$ cat src/rtl/bar_pkg.sv
package bar_pkg;

  // Action the grant register takes on the next clock edge
  typedef enum logic [1:0] {
    ACT_HOLD    = 2'd0,
    ACT_RELEASE = 2'd1,
    ACT_GRANT   = 2'd2,
    ACT_PARK    = 2'd3
  } arb_act_e;

  // Modular wrap used by the rotating priority scan
  function automatic int unsigned rr_wrap(int unsigned v, int unsigned n);
    return v % n;
  endfunction

  // Grant policy: one decision per cycle from the current holder's situation
  function automatic arb_act_e choose_act(
    logic held,
    logic holder_req,
    logic holder_is_zero,
    logic any_req,
    logic others_req,
    logic used,
    logic expired
  );
    if (!held)
      return any_req ? ACT_GRANT : ACT_PARK;
    if (!holder_req)
      return (any_req || !holder_is_zero) ? ACT_RELEASE : ACT_HOLD;
    if (expired)
      return ACT_RELEASE;
    if (used && others_req)
      return ACT_RELEASE;
    return ACT_HOLD;
  endfunction

endpackage

$ cat src/rtl/bar_rr_pick.sv
module bar_rr_pick #(
  parameter int N_MASTERS = 4,
  parameter int IW        = 2
) (
  input  logic [N_MASTERS-1:0] req,
  input  logic [IW-1:0]        ptr,
  output logic [IW-1:0]        win_idx,
  output logic                 win_vld
);

  // Requests rotated so that offset 0 is the highest-priority slot
  logic [N_MASTERS-1:0] rot;
  logic [IW-1:0]        off;

  for (genvar k = 0; k < N_MASTERS; k++) begin : g_rot
    logic [IW-1:0] slot;
    assign slot   = IW'(bar_pkg::rr_wrap(int'(ptr) + k, N_MASTERS));
    assign rot[k] = req[slot];
  end

  always_comb begin
    off = '0;
    for (int k = N_MASTERS - 1; k >= 0; k--) begin
      if (rot[k]) off = IW'(k);
    end
  end

  assign win_vld = |rot;
  assign win_idx = IW'(bar_pkg::rr_wrap(int'(ptr) + int'(off), N_MASTERS));

endmodule

$ cat src/rtl/bar_bus_mon.sv
module bar_bus_mon (
  input  logic clk,
  input  logic rst_n,
  input  logic frame_n,
  input  logic irdy_n,
  output logic bus_idle,
  output logic txn_start
);

  logic idle_q;

  assign bus_idle = frame_n & irdy_n;

  always_ff @(posedge clk or negedge rst_n) begin
    if (!rst_n) idle_q <= 1'b1;
    else        idle_q <= bus_idle;
  end

  // Framing asserted right after an idle cycle opens a new transaction
  assign txn_start = idle_q & ~frame_n;

endmodule

$ cat src/rtl/bar_wait_timer.sv
module bar_wait_timer #(
  parameter int LIMIT = 16,
  parameter int CW    = 5
) (
  input  logic          clk,
  input  logic          rst_n,
  input  logic          clear,
  input  logic          tick,
  output logic          expired,
  output logic [CW-1:0] count
);

  logic [CW-1:0] cnt_q;

  assign expired = tick & (cnt_q == CW'(LIMIT - 1));
  assign count   = cnt_q;

  always_ff @(posedge clk or negedge rst_n) begin
    if (!rst_n)     cnt_q <= '0;
    else if (clear) cnt_q <= '0;
    else if (tick)  cnt_q <= cnt_q + 1'b1;
  end

endmodule

$ cat src/rtl/bar_arbiter.sv
module bar_arbiter #(
  parameter int N_MASTERS  = 4,
  parameter int IDLE_LIMIT = 16
) (
  input  logic                 clk,
  input  logic                 rst_n,
  input  logic [N_MASTERS-1:0] req_n,
  input  logic                 frame_n,
  input  logic                 irdy_n,
  output logic [N_MASTERS-1:0] gnt_n
);

  import bar_pkg::*;

  localparam int IW = (N_MASTERS > 1) ? $clog2(N_MASTERS) : 1;
  localparam int CW = $clog2(IDLE_LIMIT + 1);

  logic [N_MASTERS-1:0] req;
  logic [N_MASTERS-1:0] holder_mask;
  logic                 gnt_vld_q;
  logic [IW-1:0]        gnt_idx_q;
  logic [IW-1:0]        ptr_q;
  logic [IW-1:0]        ptr_after;
  logic                 used_q;
  logic                 used_d;
  logic                 holder_req;
  logic                 others_req;
  logic                 any_req;
  logic [IW-1:0]        win_idx;
  logic                 win_vld;
  logic                 bus_idle;
  logic                 txn_start;
  logic                 wait_tick;
  logic                 wait_clear;
  logic                 wait_expired;
  logic [CW-1:0]        idle_cnt;
  arb_act_e             act;

  assign req = ~req_n;

  always_comb begin
    holder_mask = '0;
    if (gnt_vld_q) holder_mask[gnt_idx_q] = 1'b1;
  end

  assign holder_req = |(req & holder_mask);
  assign others_req = |(req & ~holder_mask);
  assign any_req    = |req;

  bar_rr_pick #(
    .N_MASTERS(N_MASTERS),
    .IW       (IW)
  ) u_pick (
    .req    (req),
    .ptr    (ptr_q),
    .win_idx(win_idx),
    .win_vld(win_vld)
  );

  bar_bus_mon u_mon (
    .clk      (clk),
    .rst_n    (rst_n),
    .frame_n  (frame_n),
    .irdy_n   (irdy_n),
    .bus_idle (bus_idle),
    .txn_start(txn_start)
  );

  // Idle allowance only drains for a requesting holder that has not started
  assign wait_tick = gnt_vld_q & holder_req & ~used_q & bus_idle;

  bar_wait_timer #(
    .LIMIT(IDLE_LIMIT),
    .CW   (CW)
  ) u_timer (
    .clk    (clk),
    .rst_n  (rst_n),
    .clear  (wait_clear),
    .tick   (wait_tick),
    .expired(wait_expired),
    .count  (idle_cnt)
  );

  assign act = choose_act(gnt_vld_q, holder_req, gnt_idx_q == '0, any_req,
                          others_req, used_q, wait_expired);

  assign wait_clear = (act != ACT_HOLD);
  assign used_d     = (act == ACT_HOLD) & (used_q | txn_start);
  assign ptr_after  = IW'(rr_wrap(int'(win_idx) + 1, N_MASTERS));

  always_ff @(posedge clk or negedge rst_n) begin
    if (!rst_n) begin
      gnt_vld_q <= 1'b0;
      gnt_idx_q <= '0;
      ptr_q     <= '0;
      used_q    <= 1'b0;
    end else begin
      used_q <= used_d;
      case (act)
        ACT_RELEASE: gnt_vld_q <= 1'b0;
        ACT_GRANT: begin
          if (win_vld) begin
            gnt_vld_q <= 1'b1;
            gnt_idx_q <= win_idx;
            ptr_q     <= ptr_after;
          end
        end
        ACT_PARK: begin
          gnt_vld_q <= 1'b1;
          gnt_idx_q <= '0;
        end
        default: ;
      endcase
    end
  end

  assign gnt_n = ~holder_mask;

endmodule

$ cat config.mk
export PLATFORM = sky130hd
export DESIGN_NAME = bar_arbiter
export DESIGN_NICKNAME = d
export VERILOG_FILES = /design/src/rtl/bar_pkg.sv /design/src/rtl/bar_rr_pick.sv /design/src/rtl/bar_bus_mon.sv /design/src/rtl/bar_wait_timer.sv /design/src/rtl/bar_arbiter.sv
export SDC_FILE = /design/constraint.sdc
export NUM_CORES = 1
export LEC_CHECK = 0
export ABC_AREA = 1
export BUFFER_PORTS_ARGS = -buffer_cell sky130_fd_sc_hd__buf_2
export CAP_MARGIN = 25
export CORE_UTILIZATION = 25
export DETAILED_ROUTE_END_ITERATION = 8
export SLEW_MARGIN = 20
export SYNTH_ARGS = -nofsm -noshare
export SYNTH_HDL_FRONTEND = slang
export SYNTH_HIERARCHICAL = 1
export SYNTH_SLANG_ARGS = --single-unit
$ cat constraint.sdc
create_clock -name clk -period 2.02 [get_ports clk]
set_clock_uncertainty 0.15 [all_clocks]
set_input_delay 0.202 -clock clk [delete_from_list [all_inputs] [get_ports clk]]
set_output_delay 0.202 -clock clk [all_outputs]
set_load 0.01 [all_outputs]
Word-level counts from Yosys, hierarchy flattened
Index checks and enable logic that the tools add are counted.

Register bits after elaboration: 12. Input port bits: 8. Output and inout bits: 4. Word-level logic and storage cells: 94.

Add/subtract/negate cells: 6. $lt $le $gt $ge: 6. Equality and inequality tests: 5. Multiplexer cells: 40. Bitwise gates (word level): 14. Reductions and logical operators: 17.

Operators by type and width (number): $mux 2 (13); $mux 1 (17); $reduce_or 4->1 (4); $lt 2x3->1 const B (5); $mux 5 (2); $and 4x4->4 (2); $bmux 1 s2 (4); $not 4->4 (2); $and 1x1->1 (7); $reduce_and 2->1 (3); $reduce_bool 2->1 (3); $add 5x1->5 const B (1); $eq 5x4->1 const B (1); $add 2x1->2 const B (2); $add 2x2->2 const B (2); $eq 2x2->1 const B (2); $logic_not 2->1 (2); $mux 4 (1); $pmux 2 s2 (1); $pmux 1 s3 (1); $reduce_bool 3->1 (1); $add 2x2->2 (1); $demux 1 s2 (1); $eq 2x1->1 const B (1); other kinds (7) (9).

Longest topological paths before layout
Word-level depth: 24. Depth in mapped cells: 19. Mapped depth without buffers: 18.

Modules after synthesis
The synthesis kept the hierarchy.

By module, submodules not included: bar_arbiter (times used 1, cells each 56, area an instance 376.6 um^2, sequential area each 150.1 um^2); bar_wait_timer (times used 1, cells each 33, area an instance 297.8 um^2, sequential area each 125.1 um^2); bar_rr_pick (times used 1, cells each 56, area an instance 259.0 um^2, sequential area each 0.0 um^2); bar_bus_mon (times used 1, cells each 5, area an instance 41.3 um^2, sequential area each 26.3 um^2).

Least setup slack after synthesis
OpenSTA, ideal clock, no wires.

Path type: reg-to-reg. Start: reg gnt_idx_q[1]. End: reg u_timer.cnt_q[3], in the netlist u_timer/count[3]. Setup time: 0.117 ns. Arrival time: 1.801 ns. Data required time: 1.753 ns. Path slack: -0.048 ns. Cell stages (with the launch flop): 20. Buffers on the path: 1. Clock period less this slack: 2.068 ns. Cells stage by stage: dfrtp_1 inv_1 nand3_1 o22ai_1 inv_1 nand2_1 nand2_1 nor2_1 buf_6 nand2_1 inv_1 inv_1 nand2_1 nand2_1 nand2_2 inv_4 nand2_4 nand3_2 nand2_1 nor2_2.

Cells in the longest elaborated chain, start to end: 19. Elaborated cells between the ends (all ways): 39. Classes of those cells: 2 x order compare; 21 x mux; 7 x bitwise; 9 x reduce/logical.

Ends and longest elaborated chain: from (decl) (RTL line bar_arbiter.sv:21) `logic [IW-1:0] gnt_idx_q;`; from (signal assigned) (RTL line bar_arbiter.sv:104) `gnt_idx_q <= win_idx;`; $lt 2x3->1 (implied by the code) or $ge 2x1->1 (tied branches) (RTL line bar_arbiter.sv:43) `if (gnt_vld_q) holder_mask[gnt_idx_q] = 1'b1;`; $logic_and 1x1->1 (implied by the code) (RTL line bar_arbiter.sv:43); $mux 1 (implied by the code) (RTL line bar_arbiter.sv:43); $demux 1 s2 * (RTL line bar_arbiter.sv:43); $mux 4 * (RTL line bar_arbiter.sv:43); $not 4->4 *; named net gnt_n[1] (RTL line bar_arbiter.sv:10) `output logic [N_MASTERS-1:0] gnt_n`; $and 4x4->4 * (RTL line bar_arbiter.sv:47) `assign others_req = |(req & ~holder_mask);`; (+5 left out); $mux 1 (RTL line bar_pkg.sv:28) `if (!holder_req)`; $mux 2 * (RTL line bar_pkg.sv:34) `return ACT_HOLD;`; $mux 2 * (RTL line bar_pkg.sv:32) `if (used && others_req)`; $mux 2 * (RTL line bar_pkg.sv:30) `if (expired)`; $mux 2 * (RTL line bar_pkg.sv:28); $reduce_bool 2->1 * (RTL line bar_arbiter.sv:87) `assign wait_clear = (act != ACT_HOLD);`; named net wait_clear (RTL line bar_arbiter.sv:34) `logic wait_clear;`; $mux 5 or $reduce_bool 2->1 (tied branches); to (signal assigned) (RTL line bar_wait_timer.sv:21) `else if (tick) cnt_q <= cnt_q + 1'b1;`; to (decl) (RTL line bar_wait_timer.sv:13) `logic [CW-1:0] cnt_q;`.

Mark *: on every way through the listed nets, which the timed path passes. The rest lies on a longest branch. The select of a mux whose other input is x is not followed. A chain may end at the register's enable or synchronous reset.

Worst setup path in the final report
Start: reg ptr_q[0]. End: reg ptr_q[1].

Cells in the longest elaborated chain, start to end: 9. Elaborated cells between the ends (all ways): 19. Classes of those cells: 5 x add/sub; 12 x mux; 2 x reduce/logical.

Ends and longest elaborated chain: from (decl) (RTL line bar_arbiter.sv:22) `logic [IW-1:0] ptr_q;`; from (signal assigned) (RTL line bar_arbiter.sv:105) `ptr_q <= ptr_after;`; $add 2x2->2 (RTL line bar_rr_pick.sv:17) `assign slot = IW'(bar_pkg::rr_wrap(int'(ptr) + k, N_MASTERS));`; $bmux 1 s2 (RTL line bar_rr_pick.sv:18) `assign rot[k] = req[slot];`; $mux 1 (implied by the code) (RTL line bar_rr_pick.sv:18); $mux 2 (4 in series) (RTL line bar_rr_pick.sv:24) `if (rot[k]) off = IW'(k);`; $add 2x2->2 * (RTL line bar_rr_pick.sv:29) `assign win_idx = IW'(bar_pkg::rr_wrap(int'(ptr) + int'(off), N_MASTERS));`; named net win_idx[1] (RTL line bar_arbiter.sv:29) `logic [IW-1:0] win_idx;`; $add 2x1->2 * (RTL line bar_arbiter.sv:89) `assign ptr_after = IW'(rr_wrap(int'(win_idx) + 1, N_MASTERS));`.

Marked as above.

==> results.md <==
* Share of layout cells above drive strength 1 at 0.451
* Row count at 22
* Diodes inserted at 0
* Setup crit end kind: flop
* Post-synth cell types at 26
* Sw frac at 0.459
* Worst hold path type: primary input to flop
* Largest net degree at the start of global routing at 13
* Status: complete, but fails checks
* Core area at 3690 um^2
* Gate power share at 0.685
* Static Leak at 0.720 nW
* R2r startpoint: ptr_q[0]$_DFFE_PN0P_
* Sequential area share after synthesis at 0.309
* First-pass GRT wire length at 3760 um
* Cells after Synth at 150
* Io pins at 12
* WL final at 2150 um
* Nets@finish at 194
* Hold WS at 0.00932 ns
* RSZ-0062 raised after global routing: yes
* Number of global-route vias before repair at 869
* Synth top area share at 0.282
* Slew margin rel. at 0.812
* Drt first-iter violations at 57
* Crit path DAT at 2.07 ns
* Initial antenna violation count at 0
* Actual slew at the worst max-slew pin at 0.282 ns
* Residual DRC count at 0
* Post-Syn Nets at 161
* VDD IR max at 0.635 mV
* Max-Cap Viols at 0
* Inst Count DP at 215
* Avg Cell Area, Syn at 6.50 um^2
* Critical Path RT at 2.04 ns
* CTS tree: done
* Post-Syn Area at 975 um^2
* Clk slew on worst S/H paths at 0.05 ns
* CP Max Fanout at 5
* Starting Density at 0.264
* I/O Buffers at 11
* Highest achievable clock rate at 487 MHz
* Synth area leader: dfrtp_1
* Die Ht at 64.4 um
* Full die area at 4150 um^2
* CTS Root Cell: clkbuf_8
* Pwr Density at 1530 nW/um^2
* Routed Antenna Nets at 0
* Clock Path Buffers at 2
* TritonCTS buffer count at 3
* Clock sink count at 12
* Area growth from synthesis to layout at 43.1%
* Drt via density at 4.13
* Power Internal at 0.00115 W
* Final WS setup at -0.0326 ns
* Clock power frac at 0.121
* Sequential Power Share at 0.194
* Worst-Skew Late Latency at 0.24 ns
* Seq cells post-synth at 12
* Startpoint types: flop
* Fillers at 397
* Net load switching power at 0.000981 W
* Width of the die at 64.4 um
* Setup violations, final at 2
* Top cells by area, synth: dfrtp_1 (28%), nand2_1 (21%), inv_1 (9.6%), nand3_1 (5.1%), ha_1 (3.9%)
* WL/cell at 9.33 um
* Final Slew Violations at 0
* Total congestion overflow at 0
* CTS H-tree depth at 1
* Gr usage total at 0.114
* Dpl hpwl at 1610 um
* CP startpoint: ptr_q[0]$_DFFE_PN0P_
* First-pass DRT Iterations at 4
* Period utilization at 1.02
* Failing checks: setup timing
* Fin cells at 230
* Final min period at 2.05 ns
* Yosys warning count at 6
* HP Start: irdy_n
* Final GP Congestion at 0.804
* Setup CP Type: flop to flop
* Via Count at 951
* Final hold vios at 0
## worst paths after layout
kind	depth (start not counted)	endpoint	slack (ns)
max	15	ptr_q[1]$_DFFE_PN0P_	-0.03
min	3	u_mon/idle_q$_DFF_PN1_	0.009
max reg2reg	15	ptr_q[1]$_DFFE_PN0P_	-0.03
min reg2reg	2	u_timer/count[3]$_DFFE_PN0P_	0.41
max in group asynchronous	2	u_mon/idle_q$_DFF_PN1_	1.23
min in group asynchronous	2	u_timer/count[3]$_DFFE_PN0P_	0.22
## logic make-up (layout without fill, tap and decap cells)
logic type	after synthesis	in the layout	synth area share
xor+xnor	2	2	0.0180
fa+ha+maj	3	3	0.0385
simple gates	87	87	0.402
buf+inv	31	63	0.142
flops	12	12	0.309
compound gates	15	15	0.0899
## cell usage in the layout (no fill, tap or decap), types with 6 or more instances in the layout
| cell | netlist | layout |
|---|---|---|
| nand2_2 | 5 | 15 |
| buf_2 | 0 | 11 |
| nor2_1 | 8 | 7 |
| nand2_1 | 55 | 43 |
| buf_4 | 0 | 16 |
| dfrtp_1 | 11 | 8 |
| nand3_2 | 2 | 6 |
| inv_1 | 25 | 21 |
## layer usage
layer | up-vias | track usage | wire (um)
met5 | - | 0 | 0
met4 | 0 | 0.0417 | 12
met3 | 2 | 0.0158 | 31
met2 | 5 | 0.188 | 1070
met1 | 421 | 0.151 | 1040
li1 | 523 | - | -
## worst max-delay path, stage by stage (launching register included)
cell and delay [ns]:
dfrtp_2 0.44, buf_6 0.15, nand2_4 0.06, nand2_2 0.05, nand2_2 0.05, nand2_2 0.08, nand3_2 0.06, a21oi_2 0.15
ha_2 0.21, xor2_2 0.15, nand2_1 0.08, nand2_2 0.08, inv_2 0.04, o21ai_2 0.11, nand2_1 0.06, o21ai_1 0.06
## through the flow
step | utilization | total power (W) | setup TNS (ns) | area, um^2 | setup WS (ns)
finish | 0.378 | 0.00214 | -0.0533 | 1400 | -0.0326
global placement | 0.314 | 0.00152 | -0.135 | 1160 | -0.0976
CTS | 0.349 | 0.00194 | -0.0838 | 1290 | -0.0693
detailed placement | 0.314 | 0.00153 | -0.267 | 1160 | -0.168
global route | 0.378 | 0.00234 | -0.722 | 1400 | -0.241
floorplan | - | 0.00121 | -0.0166 | 1010 | -0.0166
## power groups by stage
stage          Sequential [W]  Clock (W)  Combinational (W)
3_5_place_dp         0.000412          0            0.00112
2_1_floorplan        0.000380          0           0.000828
5_1_grt              0.000426   0.000282            0.00164
4_1_cts              0.000403   0.000271            0.00127
6_report             0.000414   0.000258            0.00146
3_3_place_gp         0.000409          0            0.00111
## flip-flops by register name (all words and copies together), names as in the netlist
name	count
u_timer/count	5
u_mon/idle_q	1
used_q	1
gnt_vld_q	1
gnt_idx_q	2
ptr_q	2
## cell type report
type / count / area [um^2] / area share
Clock buffer: 4 / 55.1 / 0.0395
Tap cell: 48 / 60.1 / 0.0430
Inverter: 29 / 121 / 0.0870
Sequential cell: 12 / 305 / 0.219
Timing Repair Buffer: 30 / 208 / 0.149
Multi-Input combinational cell: 107 / 646 / 0.463
## synthesized netlist by cell type, drive strengths merged
| cell | n |
|---|---|
| nand2 | 61 |
| inv | 29 |
| nand3 | 12 |
| nor2 | 12 |
| dfrtp | 11 |
| o21ai | 7 |
| a21oi | 4 |
| ha | 3 |
| buf | 2 |
| o22ai | 2 |
| a211oi | 1 |
| dfstp | 1 |
| nand4 | 1 |
| o22a | 1 |
| or2 | 1 |
| xnor2 | 1 |
| xor2 | 1 |
## timing repair
item,CTS,global route
endpoints found under the setup margin,2,11
setup buffers,6,4
gates resized for setup,9,22
endpoints found under the hold margin,12,0
pin swaps,7,16
hold buffers,1,0
gates cloned,0,0
Note: power is estimated with default switching activity, not from simulation.
